[src/rtl/pfd_pkg.sv]
package pfd_pkg;

  // Strobes from the datapath to the lock/turbo control
  typedef struct packed {
    logic narrow;  // comparison completed with an acceptable one-sided width
    logic wide;    // one-sided pulse has just grown past the limit
  } pfdStrobe_t;

endpackage

[src/rtl/pfd_datapath.sv]
module pfd_datapath
  import pfd_pkg::*;
#(
  parameter int NARROW_MAX = 3
) (
  input  logic       clk,
  input  logic       rstN,
  input  logic       refDiv,
  input  logic       vcoDiv,
  input  logic       pumpPol,
  output logic       pumpUp,
  output logic       pumpDn,
  output pfdStrobe_t strobe
);

  localparam int WCW = $clog2(NARROW_MAX + 2);
  localparam logic [WCW-1:0] W_LIMIT = WCW'(NARROW_MAX);

  logic refPrev, vcoPrev;
  logic refLatch, vcoLatch;
  logic [WCW-1:0] widthCnt;

  logic refEdge, vcoEdge, bothOn, oneOn;

  assign refEdge = refDiv & ~refPrev;
  assign vcoEdge = vcoDiv & ~vcoPrev;
  assign bothOn  = refLatch & vcoLatch;
  assign oneOn   = refLatch ^ vcoLatch;

  always_ff @(posedge clk) begin
    if (!rstN) begin
      refPrev  <= 1'b0;
      vcoPrev  <= 1'b0;
      refLatch <= 1'b0;
      vcoLatch <= 1'b0;
    end else begin
      refPrev  <= refDiv;
      vcoPrev  <= vcoDiv;
      // both latched: clear together (edges in this cycle are dropped)
      refLatch <= (refLatch | refEdge) & ~bothOn;
      vcoLatch <= (vcoLatch | vcoEdge) & ~bothOn;
    end
  end

  // width of the one-sided part of the current comparison, saturating
  always_ff @(posedge clk) begin
    if (!rstN) begin
      widthCnt <= '0;
    end else if (bothOn) begin
      widthCnt <= '0;
    end else if (oneOn && widthCnt <= W_LIMIT) begin
      widthCnt <= widthCnt + 1'b1;
    end
  end

  assign strobe.narrow = bothOn & (widthCnt <= W_LIMIT);
  assign strobe.wide   = oneOn & (widthCnt == W_LIMIT);

  // polarity swap between the two latches and the pump commands
  assign pumpUp = pumpPol ? refLatch : vcoLatch;
  assign pumpDn = pumpPol ? vcoLatch : refLatch;

endmodule

[src/rtl/pfd_lock_ctrl.sv]
module pfd_lock_ctrl
  import pfd_pkg::*;
#(
  parameter int LOCK_CYCLES = 16
) (
  input  logic       clk,
  input  logic       rstN,
  input  pfdStrobe_t strobe,
  input  logic       turboEn,
  input  logic       acqStart,
  input  logic       setSel,
  input  logic [1:0] codeA,
  input  logic [1:0] codeB,
  output logic [1:0] curCode,
  output logic       turboActive,
  output logic       lock
);

  localparam int LCW = $clog2(LOCK_CYCLES + 1);
  localparam logic [LCW-1:0] L_FULL = LCW'(LOCK_CYCLES);
  localparam logic [LCW-1:0] L_LAST = LCW'(LOCK_CYCLES - 1);

  logic [LCW-1:0] lockCnt;
  logic lockHit;

  assign lockHit = strobe.narrow && (lockCnt == L_LAST);

  always_ff @(posedge clk) begin
    if (!rstN) begin
      lockCnt <= '0;
    end else if (acqStart || strobe.wide) begin
      lockCnt <= '0;
    end else if (strobe.narrow && lockCnt != L_FULL) begin
      lockCnt <= lockCnt + 1'b1;
    end
  end

  assign lock = (lockCnt == L_FULL);

  always_ff @(posedge clk) begin
    if (!rstN) begin
      turboActive <= 1'b0;
    end else if (acqStart) begin
      turboActive <= turboEn;
    end else if (!turboEn || lockHit) begin
      turboActive <= 1'b0;
    end
  end

  assign curCode = setSel ? codeA : codeB;

endmodule

[src/rtl/pfd_turbo_core.sv]
module pfd_turbo_core
  import pfd_pkg::*;
#(
  parameter int NARROW_MAX  = 3,
  parameter int LOCK_CYCLES = 16
) (
  input  logic       clk,
  input  logic       rstN,
  input  logic       refDiv,
  input  logic       vcoDiv,
  input  logic       pumpPol,
  input  logic       turboEn,
  input  logic       acqStart,
  input  logic       setSel,
  input  logic [1:0] codeA,
  input  logic [1:0] codeB,
  output logic       pumpUp,
  output logic       pumpDn,
  output logic [1:0] curCode,
  output logic       turboActive,
  output logic       lock
);

  pfdStrobe_t strobe;

  pfd_datapath #(.NARROW_MAX(NARROW_MAX)) u_datapath (
    .clk    (clk),
    .rstN   (rstN),
    .refDiv (refDiv),
    .vcoDiv (vcoDiv),
    .pumpPol(pumpPol),
    .pumpUp (pumpUp),
    .pumpDn (pumpDn),
    .strobe (strobe)
  );

  pfd_lock_ctrl #(.LOCK_CYCLES(LOCK_CYCLES)) u_lock_ctrl (
    .clk        (clk),
    .rstN       (rstN),
    .strobe     (strobe),
    .turboEn    (turboEn),
    .acqStart   (acqStart),
    .setSel     (setSel),
    .codeA      (codeA),
    .codeB      (codeB),
    .curCode    (curCode),
    .turboActive(turboActive),
    .lock       (lock)
  );

endmodule

[config.mk]
export PLATFORM = sky130hd
export DESIGN_NAME = pfd_turbo_core
export DESIGN_NICKNAME = d
export VERILOG_FILES = /design/src/rtl/pfd_pkg.sv /design/src/rtl/pfd_datapath.sv /design/src/rtl/pfd_lock_ctrl.sv /design/src/rtl/pfd_turbo_core.sv
export SDC_FILE = /design/constraint.sdc
export NUM_CORES = 1
export LEC_CHECK = 0
export BUFFER_PORTS_ARGS = -buffer_cell sky130_fd_sc_hd__buf_2
export CORE_MARGIN = 2
export CORE_UTILIZATION = 46
export CTS_CLUSTER_SIZE = 16
export DETAILED_ROUTE_END_ITERATION = 10
export PLACE_DENSITY = 0.73
export SLEW_MARGIN = 15
export SYNTH_ARGS = -nofsm -noshare
export SYNTH_HDL_FRONTEND = slang
export SYNTH_SLANG_ARGS = --single-unit
[constraint.sdc]
create_clock -name clk -period 1.83 [get_ports clk]
set_clock_uncertainty 0.2 [all_clocks]
set_input_delay 0.366 -clock clk [delete_from_list [all_inputs] [get_ports clk]]
set_output_delay 0.366 -clock clk [all_outputs]
set_load 0.02 [all_outputs]
* Word level (Yosys, flattened, before mapping)
Index checks and enable logic that the tools add are counted.
Storage, ports and cells: register bits 13, bits in latches 0, RAM bits 0, bits in read-only memories 0, input port bits 12, output and inout bits 6, logic and storage cells 42, memories 0
Operators by class: $add $sub $neg 2, multiply operators 0, div/mod/pow operators 0, magnitude comparators 1, equality and inequality tests 4, shift operators 0, mux-type cells 5, bitwise gates (word level) 14, reduce and logical (&&, ||, !) cells 9
Operators by type and width (count):
- $and 1x1->1 | 7
- $add 5x1->5 const B | 1
- $eq 5x4->1 const B | 1
- $eq 5x5->1 const B | 1
- $ne 5x5->1 const B | 1
- $mux 1 | 4
- $not 1->1 | 4
- $reduce_or 2->1 | 2
- $add 3x1->3 const B | 1
- $eq 3x2->1 const B | 1
- $le 3x2->1 const B | 1
- $logic_and 1x1->1 | 3
- $logic_or 1x1->1 | 2
- $mux 2 | 1
- $or 1x1->1 | 2
- $reduce_bool 2->1 | 1
- $logic_not 1->1 | 1
- $xor 1x1->1 | 1

* Longest topological paths before layout
Gate-level depths: netlist of the first run.
word-level depth 6, depth in mapped cells 6, mapped depth without buffers 6

* Modules after synthesis
Synthesis of the first run repeated with hierarchy kept, for this count alone.
Unflattened totals: cell total of the unflattened synthesis 80, area total of the unflattened synthesis 749.5 µm²
Modules (own cells, without submodules):
- pfd_datapath | instances 1, cells each 40, area each 384.1 µm², seq. area each 140.1 µm²
- pfd_lock_ctrl | instances 1, cells each 40, area each 365.4 µm², seq. area each 120.1 µm²

* Worst setup path after synthesis of the first run
No wires, ideal clock.
path kind reg-to-reg, from reg u_lock_ctrl.lockCnt[0], to reg u_lock_ctrl.lockCnt[4], setup time 136 ps, data arrival time 1363 ps, data required time 1494 ps, path slack 131 ps, stages on the path, launching flop included 7, buffers on the path 0, period minus slack after synthesis 1699 ps, path through dfxtp_1 -> ha_1 -> and3_1 -> ha_1 -> inv_1 -> a2111oi_0 -> a211oi_1
Between the ends: longest elaborated chain between the ends 2, elaborated cells on any way between the ends 3, classes of those cells add/sub: 1; eq/ne: 1; reduce/logical: 1
RTL lines:
- start: declaration | RTL line pfd_lock_ctrl.sv:23 | logic [LCW-1:0] lockCnt;
- start signal: assignment | RTL line pfd_lock_ctrl.sv:34 | lockCnt <= lockCnt + 1'b1;
- parallel branches: the longest is 2 deep, another holds $add 5x1->5
Several ways; the timed one is not identified. A chain may end at the register's enable or synchronous reset.

* Final worst setup path of the first run
Same ends and word-level chain as after synthesis.

==> impl_metrics.csv, run 1 <==
group,metric,value,unit
run_status,outcome,"completed",
placed_design,placed_area,885,µm²
synthesis,yosysSeqAreaShare,0.335,
synthesis,synth_ff_type,"dfxtp_1",
layout,design_area,931,µm²
die,die_area,2030,µm²
sta,worst_pin_slew,0.412,ns
synthesis,synthArstFlopShare,0,
layout,fillers,140,
die,rows,14,
hold_path,hold_class,"in2reg",
die,chipHeight,45.1,µm
layout,diodes,0,
sta,finalSetupTns,0,ns
sta,finalSetupViolCount,0,
synthesis,synth_seq_cells,13,
drt,routed_via_density,5.55,
synthesis,synth_cells,79,
synthesis,yosys.area.top_type_share,0.335,
grt,grt_pass1_wl,2530,µm
clock_network,cts_buffers,3,
grt,grt_max_degree,11,
clock_network,cts_num_sinks,13,
die,ios,18,
synthesis,synth_edf_count,0,
die,die_x,45.1,µm
setup_path,worstPathArrival,1.74,ns
layout,multi_input_area,482,µm²
sta,slew_viol_final,0,
clock_network,clock_latency,0.28,ns
grt,gr-total-overflow,0,
sta,relSlewSlack,0.725,
grt,grt_pass1_vias,625,
grt,grt.met3_usage,0.0360,
clock_network,clockBufferDepth,2,
clock_network,cts_tree,"built",
synthesis,syn_area,777,µm²
grt,antenna_found_initial,0,
drt,drc,0,
setup_path,cp-start-kind,"flop",
synthesis,syn_area_per_cell,9.84,µm²
placed_design,dp.cells,112,
drt,ant_nets,0,
setup_path,critPathKind,"reg2reg",
setup_path,required,1.79,ns
setup_path,endpoint_kind,"flop",
drt,wl,1490,µm
setup_path,crit_fanout,4,
layout,layout.cells.non_filler,117,
sta,rsz0062_at_grt,"false",
grt,use_met1,0.191,
pwr,p_per_area,652,nW/µm²
clock_network,h-tree-depth,1,
clock_network,cts_root_buf,"clkbuf_4",
sta,hold_slack,0.108,ns
layout,syn_to_final_growth,19.8,%
sta,finalHoldViolCount,0,
drt,num_vias,649,
run,drv_cap,0,
sta,period_minus_slack,1.79,ns
synthesis,synth.largest_area_cell,"dfxtp_1",
grt,grt_usage,0.176,
drt,wl_per_cell,12.8,µm
placed_design,dp_hpwl,1170,µm
layout,register_area,263,µm²
clock_network,clk_pin_slew_worst_paths,0.08,ns
synthesis,synthTopCellsByArea,"dfxtp_1, ha_1, mux2i_1",
grt,grt_util_met2,0.303,
grt,busiest_layer,"met2",
synthesis,synth_warnings,0,
die,initial_core_util,0.504,
sta,fmax,560,MHz
sta,min_period_over_period,0.976,
synthesis,synth_cell_types,27,
drt,dr.pass1.iters,2,
drt,drtIter0Drc,9,
layout,drive_gt1_frac,0.347,
placed_design,numPortBuffers,17,
layout,nets,120,
pwr,worst_ir_drop_vdd,0.317,mV
clock_network,hold_buffers,0,
synthesis,syn_nets,97,
placed_design,gp_congestion,0.767,
placed_design,dp_slack,0.0442,ns
sta,setup_ws,0.0438,ns
die,coreArea,1540,µm²
pwr,power.leakage,0.390,nW
==> per-stage QoR <==
| stage | utilization | total power [W] |
|---|---|---|
| after floorplan | - | 0.000396 |
| after global placement | 0.574 | 0.000427 |
| after detailed placement | 0.574 | 0.000434 |
| after CTS | 0.598 | 0.000618 |
| after global routing | 0.604 | 0.000650 |
| final | 0.604 | 0.000607 |
==> Yosys cell counts, drive strengths merged (2+ instances only) <==
master and instances:
a2111oi 2, o21a 2, dfxtp 13, nand3 7, mux2 4, mux2i 6
nand3b 2, nand2 5, a211oi 3, a21o 2, nor2b 5, ha 6
nor3b 2, inv 9, and2 2
==> metal layers <==
layer,part of all wire,vias up
met5,0,-
met4,0.023,0
met3,0.043,4
met2,0.51,13
met1,0.42,305
li1,-,327
==> worst max-delay path: stages (launching register included) <==
cell and delay [ns]:
dfxtp_2 0.34, ha_1 0.21, and3_1 0.19, ha_1 0.27, inv_1 0.03, a2111oi_1 0.33
a211oi_1 0.09
==> sequential cells by signal, summed over array words and instances (netlist names) <==
register                 cells
u_datapath.vcoLatch          1
u_lock_ctrl.lockCnt          5
u_lock_ctrl.turboActive      1
u_datapath.vcoPrev           1
u_datapath.refPrev           1
u_datapath.refLatch          1
u_datapath.widthCnt          3
==> logic make-up (layout without fill, tap and decap cells) <==
kind of cell             after synthesis  in the layout  share of synthesized area
AO/OA/AOI/OAI                         14             14                      0.182
adder cells (fa/ha/maj)                6              6                     0.0966
buffers and inverters                 10             32                     0.0499
flip-flops                            13             13                      0.335
multiplexers                          10             10                      0.135
AND/OR/NAND/NOR                       26             26                      0.201
==> worst paths after layout <==
path	start	endpoint	slack, ns	depth (start not counted)
setup / recovery	u_lock_ctrl.lockCnt[0]$_SDFFE_PP0P_	u_lock_ctrl.lockCnt[4]$_SDFFE_PP0P_	0.04	6
hold / removal	vcoDiv	u_datapath.vcoPrev$_SDFF_PN0_	0.11	2
setup reg to reg	u_lock_ctrl.lockCnt[0]$_SDFFE_PP0P_	u_lock_ctrl.lockCnt[4]$_SDFFE_PP0P_	0.04	6
hold reg to reg	u_lock_ctrl.lockCnt[3]$_SDFFE_PP0P_	u_lock_ctrl.lockCnt[3]$_SDFFE_PP0P_	0.29	2
==> where the power goes <==
| group | switching [W] | internal [W] | total [W] |
|---|---|---|---|
| clock network | 0.0000952 | 0.0000845 | 0.000180 |
| registers | 0.0000148 | 0.000298 | 0.000313 |
| logic | 0.0000580 | 0.0000568 | 0.000115 |
==> timing repair <==
action | 4_1_cts | 5_1_grt
endpoints found under the hold margin | 0 | 0
pin swaps | 1 | 0
gates cloned | 0 | 0
setup endpoints to repair | 1 | 3
setup buffers | 1 | 0
resized for setup | 2 | 5
==> cell usage in the layout (no fill, tap or decap), drive strengths merged, types with 2 or more instances in the layout <==
master | Yosys | routed
a2111oi | 2 | 2
a211oi | 3 | 3
a21o | 2 | 2
and2 | 2 | 2
buf | 1 | 19
clkbuf | 0 | 4
dfxtp | 13 | 13
ha | 6 | 6
inv | 9 | 9
mux2 | 4 | 4
mux2i | 6 | 6
nand2 | 5 | 5
nand3 | 7 | 7
nand3b | 2 | 2
nor2b | 5 | 5
nor3b | 2 | 2
o21a | 2 | 2
==> layout make-up <==
| type | count | share of cell area |
|---|---|---|
| Multi-Input combinational cell | 56 | 0.517 |
| Sequential cell | 13 | 0.282 |
| Timing Repair Buffer | 19 | 0.114 |
| Inverter | 9 | 0.0363 |
| Clock buffer | 4 | 0.0282 |
| Tap cell | 16 | 0.0215 |
Note: power is estimated with default switching activity, not from simulation.
==> run 2, diff against run 1 <==
Clock period 1.83 ns to 1.5 ns, I/O delays scaled along.
==> run 2 against run 1 <==
Net effect:
- the flow now finishes with violations (setup timing)
- sequential power increased by 22%
- critical path depth up 1
- final cell count increased by 12%
- power grew 38%
- sequential cell count unchanged
- combinational power rose by 94%
- sequential share of layout area is 4.7 points lower
- hold slack got worse by 0.081 ns
- clock power grew 29%
- register-to-register slack lost 0.29 ns
- global-route usage rose by 5.8 points
==> impl_metrics.csv, run 2 (synthesized netlist as in run 1, its figures left out) <==
group,metric,value,unit
run_status,outcome,"finished with violations",
run_status,violations,"setup timing",
layout,diodes,0,
layout,final_core_util,0.748,
run,drv_cap,0,
grt,antenna_found_initial,0,
clock_network,cts_num_sinks,13,
die,ios,18,
grt,grt_pass1_vias,803,
clock_network,clockBufferDepth,2,
clock_network,clk_pin_slew_worst_paths,0.09,ns
placed_design,dp_hpwl,1230,µm
grt,grt_usage,0.234,
sta,hold_slack,0.0269,ns
sta,slew_viol_final,0,
pwr,power.leakage,0.469,nW
setup_path,r2r_slack,-0.24,ns
setup_path,endpoint_kind,"flop",
sta,min_period_over_period,1.16,
drt,wl,1900,µm
layout,reg_top3,"u_lock_ctrl.lockCnt x5, u_datapath.widthCnt x3",
sta,finalHoldViolCount,0,
drt,dr.pass1.iters,4,
clock_network,cts_buffers,3,
sta,period_minus_slack,1.74,ns
drt,ant_nets,0,
die,initial_core_util,0.504,
setup_path,critPathKind,"reg2reg",
layout,final_cell_mix,"buf_2, buf_4, dfxtp_1",
drt,routed_via_density,5.37,
layout,top_register,"u_lock_ctrl.lockCnt",
setup_path,crit_path_top_delay_cell,"dfxtp_2",
hold_path,hold_depth,2,
drt,num_vias,704,
hold_path,hold_class,"in2reg",
drt,drc,0,
die,chipHeight,45.1,µm
sta,rsz0062_at_grt,"true",
die,die_x,45.1,µm
drt,drtIter0Drc,7,
setup_path,r2r-start,"u_lock_ctrl.lockCnt[0]$_SDFFE_PP0P_",
setup_path,cp-start-kind,"flop",
layout,design_area,1150,µm²
pwr,p_per_area,725,nW/µm²
sta,worst_pin_slew,0.261,ns
layout,final_common_cell,"buf_2",
setup_path,path_cells,"buf_4 > ha_2 > and3_4 > ha_1 > inv_2 > a2111oi_4 > a211oi_1",
grt,gr-total-overflow,0,
grt,grt_pass1_wl,3420,µm
hold_path,min-delay-start,"vcoDiv",
placed_design,placed_area,976,µm²
die,coreArea,1540,µm²
clock_network,h-tree-depth,1,
sta,relSlewSlack,0.826,
setup_path,cpPeakStageDelay,0.33,ns
setup_path,worstPathArrival,1.74,ns
layout,nets,134,
drt,wl_per_cell,14.5,µm
layout,drive_gt1_frac,0.530,
pwr,worst_ir_drop_vdd,0.479,mV
setup_path,r2r-end,"u_lock_ctrl.lockCnt[4]$_SDFFE_PP0P_",
die,die_area,2030,µm²
clock_network,clock_latency,0.29,ns
sta,fmax,573,MHz
placed_design,gp_congestion,0.739,
hold_path,min_to,"u_datapath.vcoPrev$_SDFF_PN0_",
layout,syn_to_final_growth,48.5,%
grt,grt_max_degree,9,
layout,fillers,100,
die,rows,14,
setup_path,r2r_cells,7,
setup_path,crit_fanout,3,
clock_network,hold_buffers,0,
placed_design,dp_slack,-0.0797,ns
layout,largest_reg_flops,5,
placed_design,numPortBuffers,17,
clock_network,cts_root_buf,"clkbuf_4",
clock_network,cts_tree,"built",
sta,finalSetupViolCount,7,
setup_path,required,1.49,ns
sta,setup_ws,-0.245,ns
run 2: changes by cell type in the layout (fill, tap and decap cells not counted), sizes merged:
cell | previous run | this run
buf | 19 | 33
run 2: stage by stage:
stage          setup TNS, ns  std cells  total power, W
2_1_floorplan        -0.0153         79        0.000489
3_3_place_gp         -0.0770        121        0.000551
3_5_place_dp          -0.281        121        0.000559
4_1_cts               -0.999        130        0.000821
5_1_grt                -1.58        131        0.000883
6_report               -1.13        131        0.000837
run 2: worst max-delay path: cells and delay by family (launching register included):
kind | cells | cell delay [ns]
buf+inv | 2 | 0.22
compound gates | 2 | 0.25
fa+ha+maj | 2 | 0.48
simple gates | 1 | 0.16
flops | 1 | 0.33
run 2: how the worst max path moves through the flow:
| stage | to | depth (start not counted) | start |
|---|---|---|---|
| after floorplan | u_lock_ctrl.lockCnt[4]$_SDFFE_PP0P_ | 6 | u_lock_ctrl.lockCnt[0]$_SDFFE_PP0P_ |
| after detailed placement | u_lock_ctrl.lockCnt[4]$_SDFFE_PP0P_ | 6 | u_lock_ctrl.lockCnt[1]$_SDFFE_PP0P_ |
| after CTS | lock | 4 | u_lock_ctrl.lockCnt[0]$_SDFFE_PP0P_ |
| after global placement | u_lock_ctrl.lockCnt[2]$_SDFFE_PP0P_ | 5 | u_datapath.widthCnt[0]$_SDFFE_PP0P_ |
| after global routing | u_lock_ctrl.lockCnt[4]$_SDFFE_PP0P_ | 7 | u_lock_ctrl.lockCnt[0]$_SDFFE_PP0P_ |
| final | u_lock_ctrl.lockCnt[4]$_SDFFE_PP0P_ | 7 | u_lock_ctrl.lockCnt[0]$_SDFFE_PP0P_ |
run 2: power breakdown:
group	switching, W	internal (W)	total (W)
sequential	0.0000160	0.000365	0.000381
clock	0.000130	0.000103	0.000233
combinational	0.0000979	0.000125	0.000223
run 2: layer usage:
metal / part of all wire / GRT usage / up-vias / wire, µm
li1: - / - / 358 / -
met3: 0.028 / 0.0320 / 4 / 53
met4: 0.014 / 0.141 / 0 / 26
met1: 0.44 / 0.281 / 330 / 833
met5: 0 / 0 / - / 0
met2: 0.52 / 0.394 / 12 / 988
run 2: area by class of cell:
cell class / instances / area (µm²) / share of cell area
multi-input cells: 56 / 558 / 0.484
flip-flops and latches: 13 / 272 / 0.235
repair buffers: 33 / 239 / 0.207
inverters: 9 / 38.8 / 0.0336
clock buffers: 4 / 26.3 / 0.0228
well taps: 16 / 20.0 / 0.0174
run 2: repair_timing:
action,4_1_cts,5_1_grt
buffers inserted,5,1
gates resized for setup,17,11
endpoints found under the setup margin,10,12
pin swaps,0,3
==> run 3, diff against run 2 <==
--- a/config.mk
+++ b/config.mk
@@ -13,2 +13,3 @@
 export PLACE_DENSITY = 0.73
+export RECOVER_POWER = 50
 export SLEW_MARGIN = 15
--- a/constraint.sdc
+++ b/constraint.sdc
@@ -4,2 +4,2 @@
 set_output_delay 0.3 -clock clk [all_outputs]
-set_load 0.02 [all_outputs]
+set_load 0.05 [all_outputs]
==> run 3 against run 2 <==
Net effect:
- the flow still finishes with violations (setup timing)
- hold slack better by 0.012 ns
- utilization rose by 4.8 points
- global-route usage decreased by 1.9 points
- largest power group unchanged
==> impl_metrics.csv, run 3 (synthesized netlist as in run 1, its figures left out) <==
group,metric,value,unit
sta,finalHoldViolCount,0,
drt,wl_per_cell,15.5,µm
placed_design,numPortBuffers,17,
sta,worst_pin_slew,0.280,ns
pwr,power.switching,0.000278,W
setup_path,r2r_slack,-0.16,ns
clock_network,clockBufferDepth,2,
drt,ant_nets,0,
drt,drc,0,
die,die_x,45.1,µm
sta,slew_viol_final,0,
hold_path,hold_class,"in2reg",
grt,grt_max_degree,11,
run_status,outcome,"finished with violations",
sta,relSlewSlack,0.812,
pwr,cellInternalPower,0.000598,W
die,die_area,2030,µm²
run,drv_cap,0,
clock_network,cts_root_buf,"clkbuf_4",
die,coreArea,1540,µm²
layout,reg_top3,"u_lock_ctrl.lockCnt x5, u_datapath.widthCnt x3",
grt,grt_pass1_wl,3110,µm
pwr,swShare,0.317,
layout,final_core_util,0.796,
run_status,violations,"setup timing",
clock_network,cts_tree,"built",
sta,fmax,578,MHz
clock_network,cts_buffers,3,
drt,wl,2010,µm
layout,largest_reg_flops,5,
pwr,power.leakage,0.476,nW
sta,min_period_over_period,1.15,
placed_design,gp_congestion,0.717,
drt,num_vias,718,
layout,top_register,"u_lock_ctrl.lockCnt",
layout,final_cell_mix,"buf_2, buf_4, nand3_1, dfxtp_1",
clock_network,clock_latency,0.29,ns
setup_path,worstPathArrival,1.23,ns
setup_path,critPathKind,"reg2out",
pwr,worst_ir_drop_vdd,0.513,mV
grt,grt_pass1_vias,760,
setup_path,crit_fanout,2,
sta,setup_ws,-0.229,ns
setup_path,endpoint_kind,"primary output",
setup_path,cp-start-kind,"flop",
die,ios,18,
sta,hold_slack,0.0391,ns
layout,final_common_cell,"buf_2",
drt,routed_via_density,5.52,
sta,period_minus_slack,1.73,ns
clock_network,h-tree-depth,1,
layout,diodes,0,
pwr,pwr-share-seq,0.441,
clock_network,cts_num_sinks,13,
sta,rsz0062_at_grt,"true",
pwr,clkPwrFrac,0.266,
layout,nets,133,
die,chipHeight,45.1,µm
layout,drive_gt1_frac,0.570,
grt,gr-total-overflow,0,
placed_design,dp_hpwl,1280,µm
sta,finalSetupViolCount,8,
die,initial_core_util,0.504,
setup_path,required,1.00,ns
grt,grt_usage,0.215,
grt,antenna_found_initial,0,
drt,drtIter0Drc,7,
clock_network,clk_pin_slew_worst_paths,0.09,ns
drt,dr.pass1.iters,3,
layout,syn_to_final_growth,58.0,%
pwr,combPwrFrac,0.294,
pwr,p_per_area,714,nW/µm²
clock_network,hold_buffers,0,
die,rows,14,
==> run 3: metrics by stage <==
stage / worst slack [ns] / TNS (ns) / instance area (µm²) / power [W] / std cells
global route: -0.255 / -1.25 / 1230 / 0.000913 / 130
detailed placement: -0.105 / -0.517 / 991 / 0.000578 / 119
finish: -0.229 / -0.994 / 1230 / 0.000876 / 130
global placement: -0.0617 / -0.265 / 991 / 0.000572 / 119
floorplan: -0.00717 / -0.00717 / 818 / 0.000519 / 79
CTS: -0.237 / -0.940 / 1150 / 0.000840 / 129
==> run 3: what timing repair did <==
| action | CTS | global route |
|---|---|---|
| endpoints found under the setup margin | 9 | 11 |
| cloned | 0 | 0 |
| pin swaps | 4 | 1 |
| gates resized for setup | 22 | 13 |
| setup buffers | 6 | 1 |
==> run 3: routing by layer <==
| layer | up-vias | part of all wire | track usage |
|---|---|---|---|
| met3 | 4 | 0.032 | 0.0480 |
| met1 | 342 | 0.41 | 0.214 |
| li1 | 356 | - | - |
| met2 | 16 | 0.54 | 0.403 |
| met5 | - | 0 | 0 |
| met4 | 0 | 0.018 | 0.124 |
==> run 3: final timing paths <==
kind,start,endpoint,cells past startpoint
max reg2reg,u_lock_ctrl.lockCnt[0]$_SDFFE_PP0P_,u_lock_ctrl.lockCnt[4]$_SDFFE_PP0P_,7
max,u_lock_ctrl.lockCnt[0]$_SDFFE_PP0P_,lock,4
min,vcoDiv,u_datapath.vcoPrev$_SDFF_PN0_,2
min reg2reg,u_datapath.widthCnt[1]$_SDFFE_PP0P_,u_datapath.widthCnt[1]$_SDFFE_PP0P_,2
==> run 3: critical path, cell delays in order (launching register included) <==
cell      delay (ns)
dfxtp_2         0.34
inv_2           0.07
ha_4            0.11
and4bb_4        0.26
buf_8           0.15
==> run 3: power groups by stage <==
stage	Clock, W	Combinational [W]	Sequential [W]
floorplan	0	0.000127	0.000392
global placement	0	0.000186	0.000386
detailed placement	0	0.000190	0.000388
CTS	0.000234	0.000226	0.000380
global route	0.000251	0.000273	0.000388
finish	0.000233	0.000257	0.000386
==> run 3: layout make-up <==
class / instances / area (µm²)
clock buffers: 4 / 26.3
fillers: 92 / 314
inverters: 9 / 38.8
multi-input cells: 56 / 619
flip-flops and latches: 13 / 273
well taps: 16 / 20.0
repair buffers: 32 / 250
